===== src/rtl/twiddle_w8_cmul.sv =====
module twiddle_w8_cmul #(
  parameter int IN_W = 16
) (
  input  logic                   clk,
  input  logic                   rst_n,
  input  logic                   in_vld,
  input  logic                   in_sel,
  input  logic signed [IN_W-1:0] in_re,
  input  logic signed [IN_W-1:0] in_im,
  output logic                   out_vld,
  output logic signed [IN_W:0]   out_re,
  output logic signed [IN_W:0]   out_im
);
  localparam int SW   = IN_W + 1;
  localparam int P5W  = SW + 3;
  localparam int P45W = SW + 6;
  localparam int PW   = SW + 8;
  localparam int FRAC = 8;
  localparam int DEPTH = 4;

  logic signed [SW-1:0] a_ext, b_ext;
  logic signed [SW-1:0] lane_in [2];
  logic signed [SW-1:0] scaled  [2];
  logic [DEPTH-2:0] vld_q, sel_q;

  assign a_ext = {in_re[IN_W-1], in_re};
  assign b_ext = {in_im[IN_W-1], in_im};
  assign lane_in[0] = a_ext + b_ext;
  assign lane_in[1] = b_ext - a_ext;

  always_ff @(posedge clk) begin
    if (!rst_n) begin
      vld_q <= '0;
      sel_q <= '0;
    end else begin
      vld_q <= {vld_q[DEPTH-3:0], in_vld};
      sel_q <= {sel_q[DEPTH-3:0], in_sel};
    end
  end

  for (genvar g = 0; g < 2; g++) begin : g_lane
    logic signed [SW-1:0]   x1, x2, x3;
    logic signed [P5W-1:0]  p5;
    logic signed [P45W-1:0] p45;
    logic signed [PW-1:0]   p181;

    always_ff @(posedge clk) begin
      if (!rst_n) begin
        x1  <= '0;
        x2  <= '0;
        x3  <= '0;
        p5  <= '0;
        p45 <= '0;
      end else begin
        x1  <= lane_in[g];
        x2  <= x1;
        x3  <= x2;
        p5  <= {{3{x1[SW-1]}}, x1} + {x1[SW-1], x1, 2'b00};
        p45 <= {{3{p5[P5W-1]}}, p5} + {p5, 3'b000};
      end
    end

    assign p181      = {p45, 2'b00} + {{FRAC{x3[SW-1]}}, x3};
    assign scaled[g] = p181[PW-1:FRAC];
  end

  always_ff @(posedge clk) begin
    if (!rst_n) begin
      out_vld <= 1'b0;
      out_re  <= '0;
      out_im  <= '0;
    end else if (vld_q[DEPTH-2]) begin
      out_vld <= 1'b1;
      if (sel_q[DEPTH-2]) begin
        out_re <= scaled[1];
        out_im <= -scaled[0];
      end else begin
        out_re <= scaled[0];
        out_im <= scaled[1];
      end
    end else begin
      out_vld <= 1'b0;
      out_re  <= '0;
      out_im  <= '0;
    end
  end

  logic [2:0] since_rst;
  always_ff @(posedge clk) begin
    if (!rst_n) since_rst <= '0;
    else if (since_rst != 3'd4) since_rst <= since_rst + 3'd1;
  end

  a_r1_latency: assert property (@(posedge clk) disable iff (!rst_n)
    (since_rst == 3'd4) |-> (out_vld == $past(in_vld, 4)));

  a_r3_equal_parts_w1: assert property (@(posedge clk) disable iff (!rst_n)
    (since_rst == 3'd4 && $past(in_vld, 4) && !$past(in_sel, 4) &&
     $past(in_re, 4) == $past(in_im, 4)) |-> (out_im == '0));

  a_r4_equal_parts_w3: assert property (@(posedge clk) disable iff (!rst_n)
    (since_rst == 3'd4 && $past(in_vld, 4) && $past(in_sel, 4) &&
     $past(in_re, 4) == $past(in_im, 4)) |-> (out_re == '0));

  a_r5_quiet: assert property (@(posedge clk) disable iff (!rst_n)
    !out_vld |-> (out_re == '0 && out_im == '0));

  a_r6_range: assert property (@(posedge clk) disable iff (!rst_n)
    out_vld |-> (out_re >= -46341 && out_re <= 46341 &&
                 out_im >= -46341 && out_im <= 46341));
endmodule


===== config.mk =====
export PLATFORM = sky130hd
export DESIGN_NAME = twiddle_w8_cmul
export DESIGN_NICKNAME = d
export VERILOG_FILES = /design/src/rtl/twiddle_w8_cmul.sv
export SDC_FILE = /design/constraint.sdc
export NUM_CORES = 1
export LEC_CHECK = 0
export BUFFER_PORTS_ARGS = -buffer_cell sky130_fd_sc_hd__buf_2
export CAP_MARGIN = 20
export CORE_ASPECT_RATIO = 1.5
export CORE_MARGIN = 3
export CORE_UTILIZATION = 45
export DETAILED_ROUTE_END_ITERATION = 6
export GPL_TIMING_DRIVEN = 0
export HOLD_SLACK_MARGIN = 0.02
export SYNTH_ARGS = -nofsm -noshare
export SYNTH_HDL_FRONTEND = slang
export SYNTH_SLANG_ARGS = --single-unit

===== constraint.sdc =====
create_clock -name clk -period 7.2 [get_ports clk]
set_clock_uncertainty 0.2 [all_clocks]
set_input_delay 1.44 -clock clk [delete_from_list [all_inputs] [get_ports clk]]
set_output_delay 1.44 -clock clk [all_outputs]
set_load 0.01 [all_outputs]

## After elaboration in Yosys (flattened, before gate mapping)

Cells that the tools add are included.

- Register bits: 229
- Bits in latches: 0
- Bits in writable memories: 0
- Bits in read-only memories: 0
- Output and inout port bits: 35
- Memories kept: 0

- $add $sub $neg: 9
- Multiply operators: 0
- Div/mod/pow operators: 0
- Order comparisons: 0
- Equality and inequality tests: 0
- Shift operators: 0
- Mux-type cells: 3
- Bitwise logic cells: 0
- Reduce and logical (&&, ||, !) cells: 1

Operator list:

| operator | count |
|---|---|
| 25-bit adder | 2 |
| 23-bit adder | 2 |
| 17-bit by 19-bit adder with 20-bit output | 2 |
| 17-bit 2-to-1 mux | 2 |
| 16-bit by 16-bit adder with 17-bit output | 1 |
| 17-bit negation | 1 |
| 16-bit by 16-bit subtractor with 17-bit output | 1 |
| 2-bit AND reduction | 1 |
| 1-bit 2-to-1 mux | 1 |

## Logic depth before layout (Yosys ltp)

Gate-level depths: netlist (run 1).

- Depth after elaboration: 3
- Mapped depth: 14
- Depth with buffers taken out: 14

## Worst setup path before layout (run 1)

OpenSTA, ideal clock, no wires.

- Kind: input to register
- Start point: input in_re[1]
- End point: register g_lane[0].x1[15]
- Setup time: 133 ps
- Arrival time: 3536 ps
- Slack: 3331 ps
- Stages on the path: 12
- Path buffers: 0
- Path through: inv_1 > ha_1 > nand2b_1 > a21oi_1 > o21ai_0 > a21oi_1 > a21bo_2 > a2111oi_0 > o41ai_1 > a211oi_1 > a211oi_1 > a311oi_1

- Longest elaborated chain between the ends: 1

RTL lines:

| what | RTL line | RTL |
|---|---|---|
| from (decl) | 8 | `input logic signed [IN_W-1:0] in_re,` |
| 16-bit by 16-bit adder with 17-bit output | 28 | `assign lane_in[0] = a_ext + b_ext;` |
| to (signal assigned) | 55 | `x1 <= lane_in[g];` |
| to (decl) | 42 | `logic signed [SW-1:0] x1, x2, x3;` |

Every way passes these cells.
A chain may end at the register's enable or synchronous reset.

## Worst setup path after layout (run 1)

Ends and elaborated chain as after synthesis.

==> summary.md, run 1 <==
| Metric | Value |
|---|---|
| Total Power | `3.67 mW` |
| Worst r2r path cells | `13` |
| Critical Path AT | `4350 ps` |
| Total track usage | `0.197` |
| Hpwl dp | `23100 um` |
| Row cnt | `72` |
| Routability cong. | `0.940` |
| Synth-to-Final Area Change | `12.4%` |
| Synth Warn # | `0` |
| Ys flop type | `dfxtp_1` |
| I/O Pins | `71` |
| Sequential element share of the synthesized area | `0.360` |
| DRT Pass-1 Iters | `5` |
| FMAX | `0.237 GHz` |
| Postcts setup bufs | `0` |
| Clk slew on worst S/H paths | `60 ps` |
| Final core utilization | `0.519` |
| Synth area leaders | `dfxtp_1 (36%), ha_1 (15%), nor2_1 (5.1%)` |
| Drt initial violations | `297` |
| WL/cell | `15.6 um` |
| Crit Path Category | `input pin to flop` |
| Most instantiated cells after synthesis | `dfxtp_1 (216), nor2_1 (164), ha_1 (145), a21oi_1 (83), inv_1 (83)` |
| # H-tree levels | `1` |
| Worst Tran Pin Value | `880 ps` |
| Setup TNS | `0 ps` |
| Most numerous cell in the Yosys netlist | `dfxtp_1` |
| Post-Synthesis Cells | `1369` |
| Relative slew slack | `0.413` |
| # diodes | `0` |
| Crit path from | `in_re[1]` |
| Dpl ws | `2490 ps` |
| Setup ws final | `2990 ps` |
| Clock tree sinks | `216` |
| Fin. Hold Viols | `0` |
| First-pass GRT wire length | `46200 um` |
| Fillcell total | `2475` |
| Initial antenna violation count | `1` |
| Max Slew Vio Count | `0` |
| Max-capacitance violation count | `0` |
| Synth top area share | `0.360` |
| Core area | `26000 um^2` |
| Die area | `28800 um^2` |
| Worst Min Path Start | `g_lane[0].x2[3]` |
| Layout cells sized above 1 | `0.0867` |
| Period Utilization, post-route | `0.585` |
| Via count | `9431` |
| Hold_buf cts | `0` |
| GRT overflow | `0` |
| P_leak | `6.25 nW` |
| Hold WS | `227 ps` |
| # DRC | `0` |
| Die height | `206 um` |
| Crit end category | `flop` |
| Initial core utilization | `0.462` |
| Synthesized net count | `1556` |
| Worst IR Drop VDD | `227 uV` |
| Synth Register Bits | `216` |
| Syn avg cell area | `8.78 um^2` |
| CP Launch Type | `input pin` |
| Worst-path fanout max | `3` |
| Synth unique cells | `76` |
| RSZ-0062 raised after global routing | `false` |
| Status | `complete, no violations` |
| Clk buf depth | `3` |
| Post-Synthesis Cell Area | `12000 um^2` |
| Worst skew pair latency | `500 ps` |
| Maximum number of pins on one net before global-route repair | `16` |
| Post-CTS resize count | `0` |
| Min Clock Period, post-route | `4210 ps` |
| Worst hold path type | `flop to flop` |
| Clk root buf | `clkbuf_16` |
| CTS tree | `done` |
| RR Startpoint | `g_lane[1].x2[0]` |
| Largest area contributor in the netlist | `dfxtp_1` |
| Final #Nets | `1649` |
| Power Density | `272 nW/um^2` |
| Final wirelength | `28300 um` |
| Post-synth EDFFs | `0` |
| Post-synthesis async set-or-reset flop share | `0` |
| Total CTS buffers | `21` |
| Worst hold path depth | `1` |
| Post-route antenna net violation count | `0` |
| Die width | `139 um` |
| Vias/cell | `5.21` |
| Finish-stage setup viols | `0` |
| I/O Buffers | `70` |
| Worst Path Required | `7340 ps` |
| Vias in the first global route | `9362` |
==> metrics by stage <==
stage / instances / cell area, um^2
after floorplan: 1369 / 12000
after global placement: 1772 / 12800
after detailed placement: 1772 / 12800
after CTS: 1809 / 13500
after global routing: 1809 / 13500
final: 1809 / 13500
==> state kept, by name, summed over array words and instances, names as in the netlist <==
name / flops
g_lane.p5: 34
g_lane.x2: 33
g_lane.x3: 33
vld_q: 3
out_re: 17
g_lane.x1: 33
g_lane.p45: 42
sel_q: 3
out_im: 17
out_vld: 1
==> critical path: stages <==
cell and delay, ps:
buf_2 120, inv_1 70, ha_1 300, nand2b_1 140
a21oi_1 190, o21ai_0 110, a21oi_1 220, a21bo_2 240
a2111oi_0 150, o41ai_1 680, nand3_1 170, a311oi_1 520
==> layer usage <==
layer,global-route usage,part of all wire
met5,0,0
met4,0.0843,0.043
met3,0.0206,0.034
met2,0.381,0.52
met1,0.216,0.40
==> area by class of cell <==
type	count	area, um^2	share of cell area
Buffer	36	144	0.0106
Clock buffer	27	588	0.0435
Clock inverter	10	138	0.0102
Inverter	84	315	0.0233
Multi-Input combinational cell	1033	7240	0.536
Sequential cell	216	4320	0.320
Tap cell	333	417	0.0308
Timing Repair Buffer	70	350	0.0259
==> cell families (layout without fill, tap and decap cells) <==
group                      after synthesis  in the layout  share of synthesized area
AOI/OAI and AO/OA                      283            283                      0.157
and+or+nand+nor                        494            494                      0.206
xor gates and xnor gates                92             92                     0.0670
DFF                                    216            216                      0.360
buffers and inverters                  120            227                     0.0382
adders and majority gates              151            151                      0.161
muxes                                   13             13                     0.0108
==> cells in the final DEF, fill, tap and decap left out, types with 14 or more instances in the layout <==
master,instances
xnor2_1,59
dfxtp_1,216
and2_1,82
inv_1,83
nor3_1,53
nand2_1,61
xor2_1,33
and3_1,15
o21a_1,14
clkbuf_1,32
nor2b_1,20
nand2b_1,20
nor2_1,164
o21ai_0,62
nand3_1,27
a21oi_1,83
buf_2,71
clkbuf_16,21
a21o_1,18
ha_1,145
==> power by group <==
group	total, mW	switching [mW]	internal, mW
combinational	1.12	0.642	0.479
clock	1.14	0.454	0.687
sequential	1.41	0.0780	1.33
==> final timing paths <==
kind	to	slack, ps
worst max-delay path	g_lane[0].x1[15]	2990
worst max register to register	g_lane[0].p45[21]	3600
worst min-delay path	g_lane[0].x3[3]	230
worst min register to register	g_lane[0].x3[3]	230
Note: power is estimated with default switching activity, not from simulation.
==> inputs of run 2 (changes only) <==
Settings changed: ABC_AREA set to 1.
Clock period 7.2 ns to 3.6 ns, I/O delays scaled along.
==> run 2 against run 1 <==
  * Sequential cell count did not move
  * Non-clock buffer count rose by 1
  * Critical path type is now flop to flop
  * Synthesized cell count rose by 42%
  * Sequential share of layout area fell by 3.4 points
  * Hold slack got worse by 34 ps
==> summary.md, run 2 <==
| Metric | Value |
|---|---|
| Vias/cell | `5.03 (-3.5%)` |
| Initial core utilization | `0.458 (-0.00390)` |
| Setup ws final | `640 ps (-2350 ps)` |
| Row cnt | `77 (+6.9%)` |
| CTS tree | `done` |
| Synth top area share | `0.320 (-0.0393)` |
| Hold_buf cts | `0 (unchanged)` |
| GRT overflow | `0 (unchanged)` |
| Largest family of logic cells by synthesized area | `simple AND/OR/NAND/NOR gates` |
| Most frequent cells in the layout | `nand2_1 (445), inv_1 (321), dfxtp_1 (216)` |
| Post-route antenna net violation count | `0 (unchanged)` |
| P_leak | `8.23 nW (+32%)` |
| Power Density | `490 nW/um^2 (+80%)` |
| Biggest regs | `g_lane.p45 (42), g_lane.p5 (34)` |
| Post-synthesis simple-gate area fraction | `0.236 (+0.0292)` |
| Die width | `147 um (+5.7%)` |
| Hpwl dp | `28600 um (+24%)` |
| # diodes | `0 (unchanged)` |
| Worst-path fanout max | `4 (+1)` |
| Total track usage | `0.217 (+0.0200)` |
| Period Utilization, post-route | `0.822` |
| WL/cell | `14.2 um (-8.9%)` |
| Synth Area in Compound Gates | `0.186 (+0.0291)` |
| Drt initial violations | `563 (+90%)` |
| Layout cells sized above 1 | `0.0774 (-0.00931)` |
| Dpl ws | `252 ps (-2240 ps)` |
| Synth-to-Final Area Change | `11.9%` |
| Total CTS buffers | `22 (+4.8%)` |
| # DRC | `0 (unchanged)` |
| Initial antenna violation count | `0 (-1)` |
| Postcts setup bufs | `0 (unchanged)` |
| Final wirelength | `34900 um (+23%)` |
| CP Launch Type | `flop` |
| Die height | `218 um (+5.8%)` |
| Largest area contributor in the netlist | `dfxtp_1` |
| Commonest non-fill, non-tap cell in the layout | `nand2_1` |
| Worst Tran Pin Value | `816 ps (-64.6 ps)` |
| Crit end category | `flop` |
| Worst IR Drop VDD | `353 uV (+56%)` |
| Post-CTS resize count | `0 (unchanged)` |
| Most numerous cell in the Yosys netlist | `nand2_1` |
| Sequential element share of the synthesized area | `0.320 (-0.0393)` |
| I/O Pins | `71 (unchanged)` |
| Post-synthesis xor/xnor area fraction | `0.0130 (-0.0540)` |
| Setup slack, reg-to-reg | `640 ps (-2960 ps)` |
| Crit Path Category | `flop to flop` |
| First-pass GRT wire length | `57200 um (+24%)` |
| Core area | `29500 um^2 (+13%)` |
| Post-Synthesis Cells | `1946 (+42%)` |
| Post-synthesis mux area share | `0 (-0.0108)` |
| Synth area leaders | `dfxtp_1 (32%), ha_1 (13%), nand2_1 (12%)` |
| Die area | `32200 um^2 (+12%)` |
| Final core utilization | `0.512 (-0.00669)` |
| Via count | `12300 (+31%)` |
| Max-capacitance violation count | `0 (unchanged)` |
| Worst skew pair latency | `520 ps (+20 ps)` |
| Post-synthesis async set-or-reset flop share | `0 (unchanged)` |
| Worst Path Required | `3800 ps (-3540 ps)` |
| Total Power | `7.40 mW (+100%)` |
| FMAX | `0.338 GHz` |
| Maximum number of pins on one net before global-route repair | `16 (unchanged)` |
| # H-tree levels | `1 (unchanged)` |
| Setup TNS | `0 ps (unchanged)` |
| Post-synth EDFFs | `0 (unchanged)` |
| RSZ-0062 raised after global routing | `false` |
| Clk slew on worst S/H paths | `60 ps (about the same)` |
| Synth Register Bits | `216 (unchanged)` |
| Vias in the first global route | `12100 (+29%)` |
| Finish-stage setup viols | `0 (unchanged)` |
| Most instantiated cells after synthesis | `nand2_1 (445), inv_1 (321), dfxtp_1 (216), a21oi_1 (215), ha_1 (145)` |
| Clk root buf | `clkbuf_16` |
| Synth Warn # | `0 (unchanged)` |
| Synth Area in Adders | `0.143 (-0.0176)` |
| DRT Pass-1 Iters | `5 (unchanged)` |
| Routability cong. | `0.936 (-0.49%)` |
| Register bank with the most flops | `g_lane.p45` |
| Max Slew Vio Count | `0 (unchanged)` |
| Fin. Hold Viols | `0 (unchanged)` |
| Status | `complete, no violations` |
| Fillcell total | `3062 (+24%)` |
| I/O Buffers | `70 (unchanged)` |
| Relative slew slack | `0.456 (+0.0431)` |
| Synth unique cells | `51 (-33%)` |
| Syn avg cell area | `6.94 um^2 (-21%)` |
| Max FFs per register | `42 (unchanged)` |
| Clock tree sinks | `216 (unchanged)` |
| Ys flop type | `dfxtp_1` |
| Worst hold path type | `flop to flop` |
| Synthesized net count | `2133 (+37%)` |
| Clk buf depth | `3 (unchanged)` |
| Critical Path AT | `3160 ps (-1190 ps)` |
| Final #Nets | `2227 (+35%)` |
| Min Clock Period, post-route | `2960 ps` |
| Post-Synthesis Cell Area | `13500 um^2 (+12%)` |
==> run 2: cell count changes after synthesis, sizes merged, moves of 32 or more <==
cell,change
nand3,+71
a21oi,+131
nand2,+399
nor3,-34
o21ai,+65
and2,-81
nor2,-32
inv,+243
xnor2,-52
==> run 2: cell type report <==
class | count | area (um^2) | area share
Timing Repair Buffer | 70 | 350 | 0.0232
Sequential cell | 216 | 4320 | 0.286
Inverter | 328 | 1230 | 0.0815
Clock buffer | 28 | 613 | 0.0406
Tap cell | 395 | 494 | 0.0327
Buffer | 37 | 141 | 0.00936
Clock inverter | 10 | 150 | 0.00994
Multi-Input combinational cell | 1365 | 7800 | 0.516
==> run 2: kinds of logic (layout without fill, tap and decap cells) <==
family,after synthesis,after routing
AND/OR/NAND/NOR,745,745
AO/OA/AOI/OAI,449,449
buffers and inverters,365,473
XOR/XNOR,20,20
flip-flops,216,216
adder cells (fa/ha/maj),151,151
==> run 2: through the flow <==
step	hold WS [ps]	cells	area, um^2
final	193	2449	15100
after global routing	203	2449	15100
after CTS	171	2449	15100
after detailed placement	201	2411	14300
after global placement	201	2411	14300
after floorplan	190	1946	13500
==> run 2: critical path, stage by stage (launching register included) <==
cell     delay (ps)
dfxtp_1         400
ha_1            240
inv_1            80
fa_1            410
inv_1           120
a31oi_1         120
o21ai_0         340
nand2_1         120
o21ai_0         310
nand2_1          80
nand2_1         130
nand2_1          90
a21oi_1         140
nor2_1           60
==> run 2: routing by layer <==
metal | vias up | routed length, um | part of all wire | track usage
met2 | 275 | 17100 | 0.49 | 0.400
li1 | 6535 | - | - | -
met4 | 0 | 2420 | 0.069 | 0.141
met5 | - | 0 | 0 | 0
met3 | 115 | 1180 | 0.034 | 0.0216
met1 | 5394 | 14200 | 0.41 | 0.235
==> run 2: worst paths after layout <==
check	depth (start not counted)	to	startpoint
worst max-delay path	13	g_lane[0].p45[17]	g_lane[1].x2[0]
worst min-delay path	2	g_lane[1].x3[3]	g_lane[1].x2[3]
worst max register to register	13	g_lane[0].p45[17]	g_lane[1].x2[0]
worst min register to register	2	g_lane[1].x3[3]	g_lane[1].x2[3]
==> run 2: report_power, final <==
part / internal, mW / switching, mW
registers: 2.64 / 0.144
clock network: 1.43 / 0.940
logic: 0.755 / 1.49
total: 4.82 / 2.57
